==> config.mk <==
export PLATFORM = sky130hd
export DESIGN_NAME = fct_timer16
export DESIGN_NICKNAME = d
export VERILOG_FILES = /design/src/rtl/fct_timer_pkg.sv /design/src/rtl/fct_count_core.sv /design/src/rtl/fct_cmp_unit.sv /design/src/rtl/fct_timer16.sv
export SDC_FILE = /design/constraint.sdc
export NUM_CORES = 1
export LEC_CHECK = 0
export BUFFER_PORTS_ARGS = -buffer_cell sky130_fd_sc_hd__buf_2
export CAP_MARGIN = 0
export CORE_MARGIN = 1.5
export CORE_UTILIZATION = 37
export CTS_CLUSTER_DIAMETER = 100
export DETAILED_ROUTE_END_ITERATION = 10
export PLACE_DENSITY = 0.72
export SYNTH_ARGS = -nofsm -noshare
export SYNTH_HDL_FRONTEND = slang
export SYNTH_SLANG_ARGS = --single-unit
==> constraint.sdc <==
create_clock -name clk -period 2.05 [get_ports clk]
set_input_delay 0.3075 -clock clk [delete_from_list [all_inputs] [get_ports clk]]
set_output_delay 0.3075 -clock clk [all_outputs]
set_load 0.02 [all_outputs]
==> src/rtl/fct_timer_pkg.sv <==
package fct_timer_pkg;

   typedef enum logic [1:0] {
      PIN_KEEP   = 2'b00,
      PIN_INVERT = 2'b01,
      PIN_LOW    = 2'b10,
      PIN_HIGH   = 2'b11
   } pin_action_e;

   function automatic logic apply_action(input logic [1:0] act, input logic pin);
      case (pin_action_e'(act))
         PIN_KEEP:   apply_action = pin;
         PIN_INVERT: apply_action = ~pin;
         PIN_LOW:    apply_action = 1'b0;
         default:    apply_action = 1'b1;
      endcase
   endfunction

endpackage

==> src/rtl/fct_count_core.sv <==
module fct_count_core #(
   parameter int CNT_W = 16
) (
   input  logic             clk,
   input  logic             rst_n,
   input  logic             tick,
   input  logic             ld_en,
   input  logic [CNT_W-1:0] ld_val,
   input  logic             zero_on_tick,
   output logic [CNT_W-1:0] value,
   output logic             cmp_open
);

   localparam logic [CNT_W-1:0] STEP = {{(CNT_W-1){1'b0}}, 1'b1};

   logic             guard_q;
   logic [CNT_W-1:0] value_q;

   // a load arms the guard; the first tick afterwards consumes it
   always_ff @(posedge clk or negedge rst_n) begin
      if (!rst_n)
         guard_q <= 1'b0;
      else if (ld_en)
         guard_q <= 1'b1;
      else if (tick)
         guard_q <= 1'b0;
   end

   always_ff @(posedge clk or negedge rst_n) begin
      if (!rst_n)
         value_q <= '0;
      else if (ld_en)
         value_q <= ld_val;
      else if (tick) begin
         if (zero_on_tick)
            value_q <= '0;
         else
            value_q <= value_q + STEP;
      end
   end

   assign value    = value_q;
   assign cmp_open = tick & ~ld_en & ~guard_q;

endmodule

==> src/rtl/fct_cmp_unit.sv <==
module fct_cmp_unit
   import fct_timer_pkg::*;
#(
   parameter int   CNT_W    = 16,
   parameter logic PIN_INIT = 1'b0
) (
   input  logic             clk,
   input  logic             rst_n,
   input  logic [CNT_W-1:0] value,
   input  logic [CNT_W-1:0] ref_val,
   input  logic [1:0]       action,
   input  logic             cmp_open,
   input  logic             force_req,
   input  logic             force_ok,
   input  logic             ack,
   output logic             hit,
   output logic             pin,
   output logic             irq
);

   logic pin_q;
   logic irq_q;
   logic fire;

   assign hit  = cmp_open & (value == ref_val);
   // a force and a real hit in one cycle collapse into one application
   assign fire = hit | (force_req & force_ok);

   always_ff @(posedge clk or negedge rst_n) begin
      if (!rst_n)
         pin_q <= PIN_INIT;
      else if (fire)
         pin_q <= apply_action(action, pin_q);
   end

   always_ff @(posedge clk or negedge rst_n) begin
      if (!rst_n)
         irq_q <= 1'b0;
      else if (hit)
         irq_q <= 1'b1;
      else if (ack)
         irq_q <= 1'b0;
   end

   assign pin = pin_q;
   assign irq = irq_q;

endmodule

==> src/rtl/fct_timer16.sv <==
module fct_timer16 #(
   parameter int   CNT_W    = 16,
   parameter logic PIN_INIT = 1'b0
) (
   input  logic             clk,
   input  logic             rst_n,
   input  logic             cnt_en,
   input  logic             cnt_wr_en,
   input  logic [CNT_W-1:0] cnt_wr_data,
   input  logic [CNT_W-1:0] cmp_a,
   input  logic [CNT_W-1:0] cmp_b,
   input  logic [1:0]       mode_a,
   input  logic [1:0]       mode_b,
   input  logic             non_pwm,
   input  logic             ctc_en,
   input  logic             force_a,
   input  logic             force_b,
   input  logic             flag_clr_a,
   input  logic             flag_clr_b,
   output logic [CNT_W-1:0] cnt,
   output logic             wave_a,
   output logic             wave_b,
   output logic             flag_a,
   output logic             flag_b
);

   localparam int N_CH   = 2;
   localparam int TOP_CH = 0;

   if (CNT_W < 2 || CNT_W > 32) begin : g_bad_width
      $error("fct_timer16: CNT_W must lie in 2..32");
   end

   logic [CNT_W-1:0] ch_ref   [N_CH];
   logic [1:0]       ch_act   [N_CH];
   logic [N_CH-1:0]  ch_force;
   logic [N_CH-1:0]  ch_ack;
   logic [N_CH-1:0]  ch_hit;
   logic [N_CH-1:0]  ch_pin;
   logic [N_CH-1:0]  ch_irq;
   logic             cmp_open;
   logic [CNT_W-1:0] value;

   assign ch_ref[0] = cmp_a;
   assign ch_ref[1] = cmp_b;
   assign ch_act[0] = mode_a;
   assign ch_act[1] = mode_b;
   assign ch_force  = {force_b, force_a};
   assign ch_ack    = {flag_clr_b, flag_clr_a};

   fct_count_core #(.CNT_W(CNT_W)) u_core (
      .clk          (clk),
      .rst_n        (rst_n),
      .tick         (cnt_en),
      .ld_en        (cnt_wr_en),
      .ld_val       (cnt_wr_data),
      .zero_on_tick (ctc_en & ch_hit[TOP_CH]),
      .value        (value),
      .cmp_open     (cmp_open)
   );

   for (genvar c = 0; c < N_CH; c++) begin : g_ch
      fct_cmp_unit #(.CNT_W(CNT_W), .PIN_INIT(PIN_INIT)) u_unit (
         .clk       (clk),
         .rst_n     (rst_n),
         .value     (value),
         .ref_val   (ch_ref[c]),
         .action    (ch_act[c]),
         .cmp_open  (cmp_open),
         .force_req (ch_force[c]),
         .force_ok  (non_pwm),
         .ack       (ch_ack[c]),
         .hit       (ch_hit[c]),
         .pin       (ch_pin[c]),
         .irq       (ch_irq[c])
      );
   end

   assign cnt    = value;
   assign wave_a = ch_pin[0];
   assign wave_b = ch_pin[1];
   assign flag_a = ch_irq[0];
   assign flag_b = ch_irq[1];

endmodule

==> impl_results.md <==
- Clock Skew: 0.00765 ns
- Worst path max stage delay: 0.46 ns
- Asr flop ratio synth: 1.00
- Initial drt markers: 141
- Crit path to: u_core.value[10]
- Critical Path Source: u_core.value[15]
- Commonest non-fill, non-tap cell in the layout: buf_2
- CTS tree: done
- FF-to-FF path depth: 6
- Most frequent cells in the layout: buf_2 (81), nand2_1 (20), dfrtp_1 (19)
- Yosys warning count: 0
- CTS Sinks: 21
- Arrival time worst endpoint: 2.12 ns
- Detailed-route DRC error count: 0
- Vias per cell: 5.37
- H-tree level count: 1
- WP buf/inv: 0
- Post-route ant nets: 0
- Core area: 4750 um2
- Number of synthesized register bits: 21
- CP max stage cell: dfrtp_1
- Element type at the critical path start: register
- Post-Synthesis Cells: 221
- IO Port Bufs: 81
- Part of the cycle the worst path needs: 0.962
- WS Path Type: register to register
- Chip height: 73.7 um
- Hpwl dp: 4.45 mm
- First-pass DRT Iterations: 4
- Total global routing overflow: 0
- Final slew viol count: 0
- Clock Pin Slew Worst Setup and Hold Paths: 0.08 ns
- Post-CTS setup buffers: 0
- CP endpoint kind: register
- Worst-skew pair later-pin latency: 0.27 ns
- Slew of the pin with the lowest slew margin: 0.517 ns
- Ys flop type: dfrtp_1
- Post-Syn Area per Cell: 8.36 um2
- Crit path cell chain: xnor2_1 > nand4_1 > nor3_2 > nand3_2 > nor4bb_1 > a311o_1
- Total of max-cap violations: 0
- Power density cells: 582 nW/um2
- Reg-to-reg slack, setup: 0.08 ns
- Overall Global Routing Usage: 0.213
- Row cnt: 25
- Routed vias: 1,981
- Fin. Hold Viols: 0
- Die Area: 5420 um2
- Fin util: 0.504
- HP Class: primary input to asynchronous set/reset pin
- Peak supply drop: 272 uV
- CTS buffer count: 3
- Vias in the first global route: 1,910
- Finish-stage setup viols: 0
- Netlist Area Pre-Place: 1850 um2
- Share of layout cells above drive strength 1: 0.364
- Yosys cell types: 47
- Final non-filler cell area: 2390 um2
- Routed length per placed instance: 15.6 um
- Nets: 366
- Initial antenna violation count: 0
- Seq/Total Area, Yosys: 0.285
- Placer congestion estimate: 0.900
- Slew headroom: 0.655
- Crit Path Max Fanout: 9
- CTS max path bufs: 2
- Largest net degree at the start of global routing: 53
- Setup_tns: 0 ns
- WL final: 5.76 mm
- R2R Path Start: u_core.value[15]
- Outcome: complete, no violations
- Number of synthesized flops with an enable pin: 0
- Delay-heaviest family, CP: simple AND/OR/NAND/NOR gates
- Layout area overhead: 29.7%
- Die X: 73.7 um
- Critical path depth: 6
- I/O pin count: 82
- Unrepaired setup endpoints after global routing: no
- Worst path required time: 2.20 ns
- FF-to-FF End: u_core.value[10]
- CTS root buffer: clkbuf_8
- Leakage: 1.07 nW
- Area of placed instances: 2340 um2
- Fmax: 507 MHz
- N_diodes: 0
- Tmin final: 1.97 ns
- Syn Nets: 284
- Initial core utilization: 0.388
- First-pass GRT wire length: 8.88 mm
-- stage by stage --
| stage | hold slack [ns] | worst slack (ns) | power, mW | instances |
|---|---|---|---|---|
| after global placement | 0.316 | 0.170 | 1.11 | 365 |
| after CTS | 0.0142 | 0.102 | 1.40 | 369 |
| final | 0.00571 | 0.0776 | 1.39 | 369 |
| after detailed placement | 0.306 | 0.123 | 1.11 | 365 |
| after global routing | 0.0403 | 0.00688 | 1.47 | 369 |
| after floorplan | 0.0119 | 0.242 | 0.894 | 221 |
-- final cells by class --
| type | count | area (um2) |
|---|---|---|
| well taps | 67 | 83.8 |
| multi-input cells | 176 | 1190 |
| inverters | 6 | 36.3 |
| clock buffers | 3 | 41.3 |
| fillers | 482 | 2360 |
| flip-flops and latches | 21 | 528 |
| clock inverters | 1 | 5.00 |
| repair buffers | 95 | 510 |
-- cells in the mapped netlist, types with 2 or more instances --
cell,number,area (um2)
nor3_4,2,32.5
nor3b_1,7,52.6
nand2_1,20,75.1
buf_2,4,20.0
a22o_1,2,17.5
nand3_1,8,40.0
or2b_1,2,15.0
nor2b_1,2,12.5
a31oi_1,4,25.0
xnor2_1,18,158
nand2b_1,5,31.3
nor4_1,9,56.3
o21ai_1,10,50.1
nor3_1,4,20.0
nor4b_1,4,35.0
nand4_1,10,62.6
a21oi_1,9,45.0
inv_1,5,18.8
o21ai_0,7,35.0
clkbuf_1,9,33.8
and3_1,4,25.0
o211ai_1,7,52.6
buf_4,2,15.0
buf_6,3,33.8
nor2_1,7,26.3
xor2_1,15,131
dfrtp_1,21,526
nand3_2,2,20.0
-- worst min-delay path by stage --
stage                     start            endpoint  cells past startpoint
after floorplan           rst_n  g_ch[0].u_unit.irq                      0
after global placement    rst_n  g_ch[1].u_unit.irq                      1
after detailed placement  rst_n  g_ch[1].u_unit.irq                      1
after CTS                 rst_n    u_core.value[13]                      1
after global routing      rst_n    u_core.value[13]                      1
final                     rst_n    u_core.value[13]                      1
-- sequential cells by signal, indices dropped and copies added (netlist names) --
name / cells
g_ch.u_unit.irq: 2
u_core.value: 16
u_core.guard_q: 1
g_ch.u_unit.pin: 2
-- cells by family after synthesis --
group / Yosys count / share of synthesized area
buf+inv: 24 / 0.0752
flops: 21 / 0.285
compound gates: 46 / 0.154
simple gates: 96 / 0.323
xor+xnor: 33 / 0.157
fa+ha+maj: 1 / 0.00677
-- timing repair --
item,4_1_cts,5_1_grt
hold buffers,0,0
gates resized for setup,0,3
setup endpoints to repair,0,3
-- per-layer routing --
layer | wire length, um | track usage | share of wire
met1 | 2540 | 0.284 | 0.44
met4 | 72 | 0.0761 | 0.012
met5 | 0 | 0 | 0
met3 | 452 | 0.0288 | 0.078
met2 | 2700 | 0.351 | 0.47
-- power breakdown --
group,internal [mW],switching [mW]
Clock,0.136,0.146
Sequential,0.463,0.0647
Combinational,0.254,0.331
Total,0.852,0.542
No activity file was read; power rests on OpenSTA's default activity.
